[src/rtl/mdu_pkg.sv]
package mdu_pkg;

  typedef enum logic [1:0] {
    REG_MUL     = 2'd0,
    REG_DIV     = 2'd1,
    REG_HANDLER = 2'd2,
    REG_NONE    = 2'd3
  } regSel_e;

  typedef enum logic [1:0] {
    ST_IDLE,
    ST_MUL,
    ST_DIV,
    ST_DONE
  } mduState_e;

  // Strobes from control to datapath
  typedef struct packed {
    logic loadMul;
    logic loadDiv;
    logic loadZero;
    logic stepMul;
    logic stepDiv;
    logic commitMul;
    logic commitDiv;
  } mduStrobes_t;

endpackage

[src/rtl/mdu_ctrl.sv]
module mdu_ctrl
  import mdu_pkg::*;
#(
  parameter int WIDTH = 16
) (
  input  logic        clk,
  input  logic        rstN,
  input  logic        wrEn,
  input  logic [1:0]  wrAddr,
  input  logic        divisorZero,
  input  logic        handlerZero,
  output mduStrobes_t strobes,
  output logic        busy,
  output logic        trapReq
);

  localparam int CNT_W = (WIDTH > 1) ? $clog2(WIDTH) : 1;
  localparam logic [CNT_W-1:0] LAST_STEP = CNT_W'(WIDTH - 1);

  mduState_e        state;
  logic [CNT_W-1:0] stepCnt;
  logic             doneIsDiv;
  logic             startMul;
  logic             startDiv;
  logic             trapStart;

  always_comb begin
    startMul  = wrEn && (wrAddr == REG_MUL) && (state == ST_IDLE);
    startDiv  = wrEn && (wrAddr == REG_DIV) && (state == ST_IDLE);
    trapStart = startDiv && divisorZero && !handlerZero;

    strobes           = '0;
    strobes.loadMul   = startMul;
    strobes.loadDiv   = startDiv && !divisorZero;
    strobes.loadZero  = startDiv && divisorZero && handlerZero;
    strobes.stepMul   = (state == ST_MUL);
    strobes.stepDiv   = (state == ST_DIV);
    strobes.commitMul = (state == ST_DONE) && !doneIsDiv;
    strobes.commitDiv = (state == ST_DONE) && doneIsDiv;
  end

  always_ff @(posedge clk or negedge rstN) begin
    if (!rstN) begin
      state     <= ST_IDLE;
      stepCnt   <= '0;
      doneIsDiv <= 1'b0;
      trapReq   <= 1'b0;
    end else begin
      trapReq <= trapStart;
      unique case (state)
        ST_IDLE: begin
          stepCnt <= '0;
          if (strobes.loadMul) begin
            state     <= ST_MUL;
            doneIsDiv <= 1'b0;
          end else if (strobes.loadDiv) begin
            state     <= ST_DIV;
            doneIsDiv <= 1'b1;
          end else if (strobes.loadZero) begin
            state     <= ST_DONE;
            doneIsDiv <= 1'b1;
          end
        end
        ST_MUL, ST_DIV: begin
          stepCnt <= stepCnt + 1'b1;
          if (stepCnt == LAST_STEP) state <= ST_DONE;
        end
        default: state <= ST_IDLE;
      endcase
    end
  end

  assign busy = (state != ST_IDLE);

  // Busy-cycle counter used only by the checks below
  logic [CNT_W:0] busyCycles;
  always_ff @(posedge clk or negedge rstN) begin
    if (!rstN)     busyCycles <= '0;
    else if (busy) busyCycles <= busyCycles + 1'b1;
    else           busyCycles <= '0;
  end

  assert_commit_ends_busy_R6: assert property (@(posedge clk) disable iff (!rstN)
    (strobes.commitMul || strobes.commitDiv) |=> !busy);

  assert_run_length_R6: assert property (@(posedge clk) disable iff (!rstN)
    (strobes.commitMul || strobes.commitDiv) |->
      (busyCycles == (CNT_W+1)'(WIDTH) || busyCycles == '0));

  assert_trap_one_cycle_R8: assert property (@(posedge clk) disable iff (!rstN)
    trapReq |=> !trapReq);

  assert_trap_not_busy_R8: assert property (@(posedge clk) disable iff (!rstN)
    trapReq |-> !busy);

endmodule

[src/rtl/mdu_datapath.sv]
module mdu_datapath
  import mdu_pkg::*;
#(
  parameter int WIDTH = 16
) (
  input  logic             clk,
  input  logic             rstN,
  input  mduStrobes_t      strobes,
  input  logic             wrEn,
  input  logic [1:0]       wrAddr,
  input  logic [WIDTH-1:0] wrData,
  input  logic [WIDTH-1:0] accIn,
  input  logic [1:0]       rdAddr,
  output logic [WIDTH-1:0] rdData,
  output logic [WIDTH-1:0] accOut,
  output logic             accWe,
  output logic             handlerZero,
  output logic [WIDTH-1:0] trapAddr
);

  logic [WIDTH:0]   hiReg;     // running upper half / partial remainder
  logic [WIDTH-1:0] loReg;     // multiplier bits / dividend-quotient bits
  logic [WIDTH-1:0] operand;   // multiplicand or divisor
  logic [WIDTH-1:0] mulReg;
  logic [WIDTH-1:0] divReg;
  logic [WIDTH-1:0] handlerReg;

  // Shift-and-add step
  logic [WIDTH:0] addend;
  logic [WIDTH:0] mulSum;
  // Restoring divide step
  logic [WIDTH:0] shifted;
  logic [WIDTH:0] diff;
  logic           fits;

  always_comb begin
    addend  = loReg[0] ? {1'b0, operand} : '0;
    mulSum  = {1'b0, hiReg[WIDTH-1:0]} + addend;
    shifted = {hiReg[WIDTH-1:0], loReg[WIDTH-1]};
    fits    = (shifted >= {1'b0, operand});
    diff    = shifted - {1'b0, operand};
  end

  always_ff @(posedge clk or negedge rstN) begin
    if (!rstN) begin
      hiReg   <= '0;
      loReg   <= '0;
      operand <= '0;
    end else if (strobes.loadMul || strobes.loadDiv) begin
      hiReg   <= '0;
      loReg   <= accIn;
      operand <= wrData;
    end else if (strobes.loadZero) begin
      hiReg   <= {1'b0, accIn};
      loReg   <= '0;
    end else if (strobes.stepMul) begin
      hiReg   <= {1'b0, mulSum[WIDTH:1]};
      loReg   <= {mulSum[0], loReg[WIDTH-1:1]};
    end else if (strobes.stepDiv) begin
      hiReg   <= fits ? diff : shifted;
      loReg   <= {loReg[WIDTH-2:0], fits};
    end
  end

  always_ff @(posedge clk or negedge rstN) begin
    if (!rstN) begin
      mulReg     <= '0;
      divReg     <= '0;
      handlerReg <= '0;
    end else begin
      if (strobes.commitMul) mulReg <= hiReg[WIDTH-1:0];
      if (strobes.commitDiv) divReg <= hiReg[WIDTH-1:0];
      if (wrEn && wrAddr == REG_HANDLER) handlerReg <= wrData;
    end
  end

  always_comb begin
    unique case (rdAddr)
      REG_MUL:     rdData = mulReg;
      REG_DIV:     rdData = divReg;
      REG_HANDLER: rdData = handlerReg;
      default:     rdData = '0;
    endcase
  end

  assign accOut      = loReg;
  assign accWe       = strobes.commitMul || strobes.commitDiv;
  assign handlerZero = (handlerReg == '0);
  assign trapAddr    = handlerReg;

  // Restoring divider keeps the partial remainder below the divisor
  assert_rem_below_divisor_R3: assert property (@(posedge clk) disable iff (!rstN)
    strobes.stepDiv |=> (hiReg < {1'b0, operand}));

endmodule

[src/rtl/muldiv_unit.sv]
module muldiv_unit
  import mdu_pkg::*;
#(
  parameter int WIDTH = 16
) (
  input  logic             clk,
  input  logic             rstN,
  input  logic             wrEn,
  input  logic [1:0]       wrAddr,
  input  logic [WIDTH-1:0] wrData,
  input  logic [1:0]       rdAddr,
  output logic [WIDTH-1:0] rdData,
  input  logic [WIDTH-1:0] accIn,
  output logic [WIDTH-1:0] accOut,
  output logic             accWe,
  output logic             busy,
  output logic             trapReq,
  output logic [WIDTH-1:0] trapAddr
);

  mduStrobes_t strobes;
  logic        handlerZero;
  logic        divisorZero;

  assign divisorZero = (wrData == '0);

  mdu_ctrl #(.WIDTH(WIDTH)) uCtrl (
    .clk         (clk),
    .rstN        (rstN),
    .wrEn        (wrEn),
    .wrAddr      (wrAddr),
    .divisorZero (divisorZero),
    .handlerZero (handlerZero),
    .strobes     (strobes),
    .busy        (busy),
    .trapReq     (trapReq)
  );

  mdu_datapath #(.WIDTH(WIDTH)) uData (
    .clk         (clk),
    .rstN        (rstN),
    .strobes     (strobes),
    .wrEn        (wrEn),
    .wrAddr      (wrAddr),
    .wrData      (wrData),
    .accIn       (accIn),
    .rdAddr      (rdAddr),
    .rdData      (rdData),
    .accOut      (accOut),
    .accWe       (accWe),
    .handlerZero (handlerZero),
    .trapAddr    (trapAddr)
  );

  assert_load_only_when_busy_R6: assert property (@(posedge clk) disable iff (!rstN)
    accWe |-> busy);

endmodule

[config.mk]
export PLATFORM = sky130hd
export DESIGN_NAME = muldiv_unit
export DESIGN_NICKNAME = d
export VERILOG_FILES = /design/src/rtl/mdu_pkg.sv /design/src/rtl/mdu_ctrl.sv /design/src/rtl/mdu_datapath.sv /design/src/rtl/muldiv_unit.sv
export SDC_FILE = /design/constraint.sdc
export NUM_CORES = 1
export LEC_CHECK = 0
export ABC_CLOCK_PERIOD_IN_PS = 5200
export BUFFER_PORTS_ARGS = -buffer_cell sky130_fd_sc_hd__buf_2
export CAP_MARGIN = 40
export CELL_PAD_IN_SITES_DETAIL_PLACEMENT = 0
export CELL_PAD_IN_SITES_GLOBAL_PLACEMENT = 2
export CORE_UTILIZATION = 39
export CTS_CLUSTER_DIAMETER = 50
export CTS_CLUSTER_SIZE = 12
export DETAILED_ROUTE_END_ITERATION = 7
export HOLD_SLACK_MARGIN = 0.08
export PLACE_DENSITY = 0.95
export SETUP_SLACK_MARGIN = 0.5
export SYNTH_ARGS = -nofsm -noshare
export SYNTH_HDL_FRONTEND = slang
export SYNTH_SLANG_ARGS = --single-unit
[constraint.sdc]
create_clock -name clk -period 5.2 [get_ports clk]
set_clock_uncertainty 0.15 [all_clocks]
set_input_delay 0.26 -clock clk [delete_from_list [all_inputs] [get_ports clk]]
set_output_delay 0.26 -clock clk [all_outputs]
set_load 0.01 [all_outputs]
# [Yosys cells after proc, flatten, opt, wreduce, memory -nomap -nowiden]
# Index checks and enable logic that the tools add are counted.
[totals] ff_bits=104 word_cells=72
[op_classes] eq_ne=10 n_reduce_logical=28 add_sub_neg=3 magnitude_cmp=1 mux=20
[op_table] op="16-bit two-way mux" count=10
[op_table] op="16-bit one-hot mux with 3 select lines" count=1
[op_table] op="16-bit logical NOT" count=2
[op_table] op="16-bit by 16-bit adder with 17-bit output" count=1
[op_table] op="17-bit by 16-bit greater-or-equal comparator with 1-bit output" count=1
[op_table] op="16-bit subtractor" count=1
[op_table] op="1-bit logical AND" count=11
[op_table] op="2-bit == test, second input constant" count=4
[op_table] op="2-bit two-way mux" count=4
[op_table] op="4-bit one-hot mux with 2 select lines" count=1
[op_table] op="2-bit by 1-bit == test with 1-bit output, second input constant" count=3
[op_table] op="2-bit logical NOT" count=3
[op_table] op="4-bit by 1-bit adder with 4-bit output, second input constant" count=1
[op_table] op="4-bit == test, second input constant" count=1
[op_table] op="4-bit by 2-bit != test with 1-bit output, second input constant" count=1
[op_table] op="2-bit one-hot mux with 2 select lines" count=1
[op_table] op="2-bit AND reduction" count=2
[op_table] op="2-bit nonzero test" count=2
[op_table] op="4-bit nonzero test" count=1
[op_table] op="1-bit logical NOT" count=3
[op_table] op="1-bit two-way mux" count=3
[op_table] op="3-bit nonzero test" count=1
[op_table] op="1-bit logical OR" count=2
[op_table] op="2-bit by 1-bit != test with 1-bit output, second input constant" count=1
[op_table] op="2-bit OR reduction" count=1

# [Logic depth before layout (Yosys ltp)]
[depth] word_depth=9 depth_mapped=13

# [Hierarchy]
# A second synthesis with hierarchy kept.
[unflattened] hier_cells=721 hier_area_um2=6852.8
[by_module_without_submodules] mod="mdu_datapath" seq_area_each_um2=2402.3 n_inst=1 area_per_inst_um2=6292.3 cells_per_inst=660
[by_module_without_submodules] mod="mdu_ctrl" seq_area_each_um2=200.2 n_inst=1 area_per_inst_um2=526.8 cells_per_inst=56
[by_module_without_submodules] mod="muldiv_unit" seq_area_each_um2=0.0 n_inst=1 area_per_inst_um2=33.8 cells_per_inst=5

# [Least setup slack after synthesis]
# Ideal clock, no wire load.
[synth_path] path_kind="register to register" start="register uData.loReg[0] (netlist: uData.accOut[0])" end="register uData.hiReg[13]" t_arrival_ns=2.765 synth_period_minus_slack_ns=3.011 stages_incl_launch_ff=13 setup_slack_ns=2.189 path_buffers=1 path_cell_list="dfrtp_1 clkbuf_1 and2_1 ha_1 inv_1 fa_1 nor2b_1 o31a_1 o21ai_2 a211oi_2 o41ai_4 o311a_1 o31ai_1"
[synth_via] elab_chain_cells=5
[synth_lines] item="start, declared" line="mdu_datapath.sv:22" source="logic [WIDTH-1:0] loReg;"
[synth_lines] item="start signal, assigned" line="mdu_datapath.sv:51" source="loReg <= accIn;"
[synth_lines] item="start signal, assigned" line="mdu_datapath.sv:58" source="loReg <= {mulSum[0], loReg[WIDTH-1:1]};"
[synth_lines] item="start signal, assigned" line="mdu_datapath.sv:61" source="loReg <= {loReg[WIDTH-2:0], fits};"
[synth_lines] item="16-bit two-way mux" line="mdu_datapath.sv:37" source="addend = loReg[0] ? {1'b0, operand} : '0;"
[synth_lines] item="16-bit by 16-bit adder with 17-bit output" line="mdu_datapath.sv:38" source="mulSum = {1'b0, hiReg[WIDTH-1:0]} + addend;"
[synth_lines] item="16-bit two-way mux" line="mdu_datapath.sv:56" source="end else if (strobes.stepMul) begin"
[synth_lines] item="16-bit two-way mux" line="mdu_datapath.sv:53" source="end else if (strobes.loadZero) begin"
[synth_lines] item="16-bit two-way mux" line="mdu_datapath.sv:49" source="end else if (strobes.loadMul || strobes.loadDiv) begin"
[synth_lines] item="end signal, assigned" line="mdu_datapath.sv:54" source="hiReg <= {1'b0, accIn};"
[synth_lines] item="end signal, assigned" line="mdu_datapath.sv:57" source="hiReg <= {1'b0, mulSum[WIDTH:1]};"
[synth_lines] item="end signal, assigned" line="mdu_datapath.sv:60" source="hiReg <= fits ? diff : shifted;"
[synth_lines] item="end, declared" line="mdu_datapath.sv:21" source="logic [WIDTH:0] hiReg;"
# No other way between the ends.
# A chain may end at the register's enable or synchronous reset.

# [Worst setup path in the final report]
# Ends and elaborated chain as after synthesis.

==> impl_metrics.ini <==
[run_status]
status = finished clean

[sta]
worst_pin_slew_ns = 0.8722
setup_tns_ns = 0
rsz0062_at_grt = no
fmax_mhz = 288.5
max_slew_margin = 0.4169
post-route-min-period_ns = 3.466
hold_viol = 0
finalCritPeriodShare = 0.6665
drv_slew = 0
setup_violations = 0

[cells_and_area]
stdcell_count = 1089
drive_gt1_frac = 0.1899
fill_cells = 1656
postLayoutCellArea_mm2 = 0.008071
n_antenna_cell = 0
finalCoreUtilization = 0.4816
seq_area_mm2 = 0.002603
area_growth_pct = 19.09
nets = 942
multi_input_area_mm2 = 0.003885

[critical_path]
start_kind = flip-flop
cp_slowest_cell = dfrtp_1
r2r-start = uData.accOut[0]
critPathKind = reg2reg
arrival_ns = 3.58
cpPeakStageDelay_ns = 0.74
r2r_cells = 11
r2r_end = uData.hiReg[13]
end_kind = flip-flop
r2r_slack_ns = 1.73
crit_fanout = 19
cp_data_required_time_ns = 5.31
path_cells = and2_1 -> ha_1 -> inv_1 -> fa_1 -> nor2b_1 -> o31a_1 -> o21ai_2 -> a211oi_2 -> o41ai_4 -> o311a_1 -> o31ai_1

[drt]
drcViolationCount = 0
vias = 5863
dr.pass1.iters = 5
wl_per_cell_um = 18.30
wl_um = 19930
drtIter0Drc = 420
ant_nets = 0
post_drt_via_cell_ratio = 5.384

[global_route]
grtUsageTotal = 0.2279
grt_pass1_vias = 5555
antenna_found_initial = 0
grt_overflow = 0
grt_pass1_wl_um = 31710
grt_max_degree = 63

[logic_synthesis]
synth_warnings = 0
syn_nets = 837
synth.distinct_cells = 66
synth_edf_count = 0
netlist_area_mm2 = 0.006778
ys_top_cells_by_area = dfrtp_1 (38%), ha_1 (6.8%), nand2_1 (6.5%)
ys_ff_latch = 104
syn-mean-instance-area_um2 = 8.930
synth_top_area_frac = 0.3840
yosys.area.top_type = dfrtp_1
ys_seq_area_frac = 0.3840
synth-main-ff-cell = dfrtp_1
syn_inst = 759
synthArstFlopShare = 1.000

[min_path]
hold_depth = 3
min_to = uCtrl.trapReq
holdCritStartpoint = wrAddr[0]
min-delay-path-class = in2reg

[pwr]
powerDensity_mw_per_mm2 = 665.9
peakVddDrop_mv = 0.2554
power.leakage_nw = 3.775

[clocking]
worstSkewPairLatency_ns = 0.35
cts_tree = yes
cts_root_buffer = clkbuf_16
clock_path_buffers = 2
path_clk_slew_ns = 0.08
cts-resized-gates = 0
numCtsBuffers = 9
cts_sinks = 104
htreeDepth = 3

[floorplan]
initial_core_util = 0.4044
die_w_um = 133.8
die_h_um = 133.8
io_pins = 90
dieArea_mm2 = 0.01791
coreArea_mm2 = 0.01676
rows = 47

[run]
maxCapViolCount = 0

[place]
dpl-instance-area_mm2 = 0.007426
gp_congestion = 0.8393
hpwl_um = 14760
portBuffers = 89
place_inst = 1040
synthesized netlist by cell type, drive strengths merged, types with 16 or more instances:
cell type and count:
clkbuf 29, o21ai 78, a21oi 54, nand2 118, nor3 19, ha 37, mux2 36, inv 38
dfrtp 104, nor2 46, mux2i 38, and2 16
report_power, final:
group	switching (mW)	total (mW)	leakage (nW)	internal, mW
combinational	1.83	3.15	2.31	1.32
clock	0.337	0.721	0.147	0.384
sequential	0.373	1.51	1.32	1.13
repair_timing:
action / CTS / global route
endpoints found under the hold margin: 159 / 0
buffers inserted: 0 / 0
hold buffers: 33 / 0
sequential cells by signal (all words and copies together), names as in the netlist:
name             flops
uData.mulReg        16
uData.trapAddr      16
uData.operand       16
uCtrl.stepCnt        4
uData.accOut        16
uCtrl.trapReq        1
uCtrl.doneIsDiv      1
uData.hiReg         16
uCtrl.state          2
uData.divReg        16
stage by stage:
| stage | hold WS, ns | setup slack, ns | power (mW) |
|---|---|---|---|
| after detailed placement | -0.01700 | 1.760 | 4.610 |
| after global routing | 0.1359 | 1.502 | 5.822 |
| after floorplan | -0.1856 | 2.189 | 3.791 |
| final | 0.1319 | 1.734 | 5.375 |
| after CTS | 0.1186 | 1.730 | 5.371 |
| after global placement | 0.3088 | 1.804 | 4.601 |
worst max path at each step:
stage	endpoint	slack [ns]	depth (start not counted)	from
global placement	uData.hiReg[13]	1.80	11	uData.accOut[0]
floorplan	uData.hiReg[13]	2.19	12	uData.accOut[0]
finish	uData.hiReg[13]	1.73	11	uData.accOut[0]
CTS	uData.hiReg[13]	1.73	11	uData.accOut[0]
global route	uData.hiReg[11]	1.50	12	uData.accOut[0]
detailed placement	uData.hiReg[13]	1.76	11	uData.accOut[0]
worst max-delay path, delay by kind of cell, from the launching register on:
family / cells / cell delay (ns)
AOI/OAI and AO/OA: 6 / 1.42
buffers and inverters: 1 / 0.07
DFF: 1 / 0.74
and+or+nand+nor: 2 / 0.39
adders and majority gates: 2 / 0.60
logic make-up (layout without fill, tap and decap cells):
| kind of cell | count (synthesis) | count (layout) | synth area share |
|---|---|---|---|
| and+or+nand+nor | 249 | 249 | 0.1680 |
| AOI/OAI and AO/OA | 201 | 201 | 0.1901 |
| DFF | 104 | 104 | 0.3840 |
| muxes | 74 | 74 | 0.1159 |
| buffers and inverters | 73 | 183 | 0.04319 |
| adders and majority gates | 39 | 39 | 0.07421 |
| xor gates and xnor gates | 19 | 19 | 0.02455 |
metal layers:
metal,vias up,GRT usage,wire length (um)
li1,2913,-,-
met1,2759,0.3379,9875
met2,165,0.3454,8625
met3,26,0.02494,949
met4,0,0.07323,475
met5,-,0,0
cell type report:
cell class | count | area share
tap | 220 | 0.03410
inverter | 38 | 0.01767
clock inverter | 7 | 0.01116
timing repair buffer | 129 | 0.1054
multi-input combinational | 582 | 0.4813
clock buffer | 9 | 0.02790
sequential | 104 | 0.3224
cell usage in the layout, fill, tap and decap left out, types with 9 or more instances in the layout:
cell,instances
nor3_1,18
xor2_1,10
dfrtp_1,104
and2_1,16
inv_1,37
clkbuf_16,9
nand3_1,9
dlygate4sd3_1,33
a21oi_1,52
mux2_2,36
mux2i_1,38
nor2_1,45
ha_1,36
buf_2,88
o21ai_0,74
nand2_1,118
nor4_1,11
xnor2_1,9
Note: power is estimated with default switching activity, not from simulation.
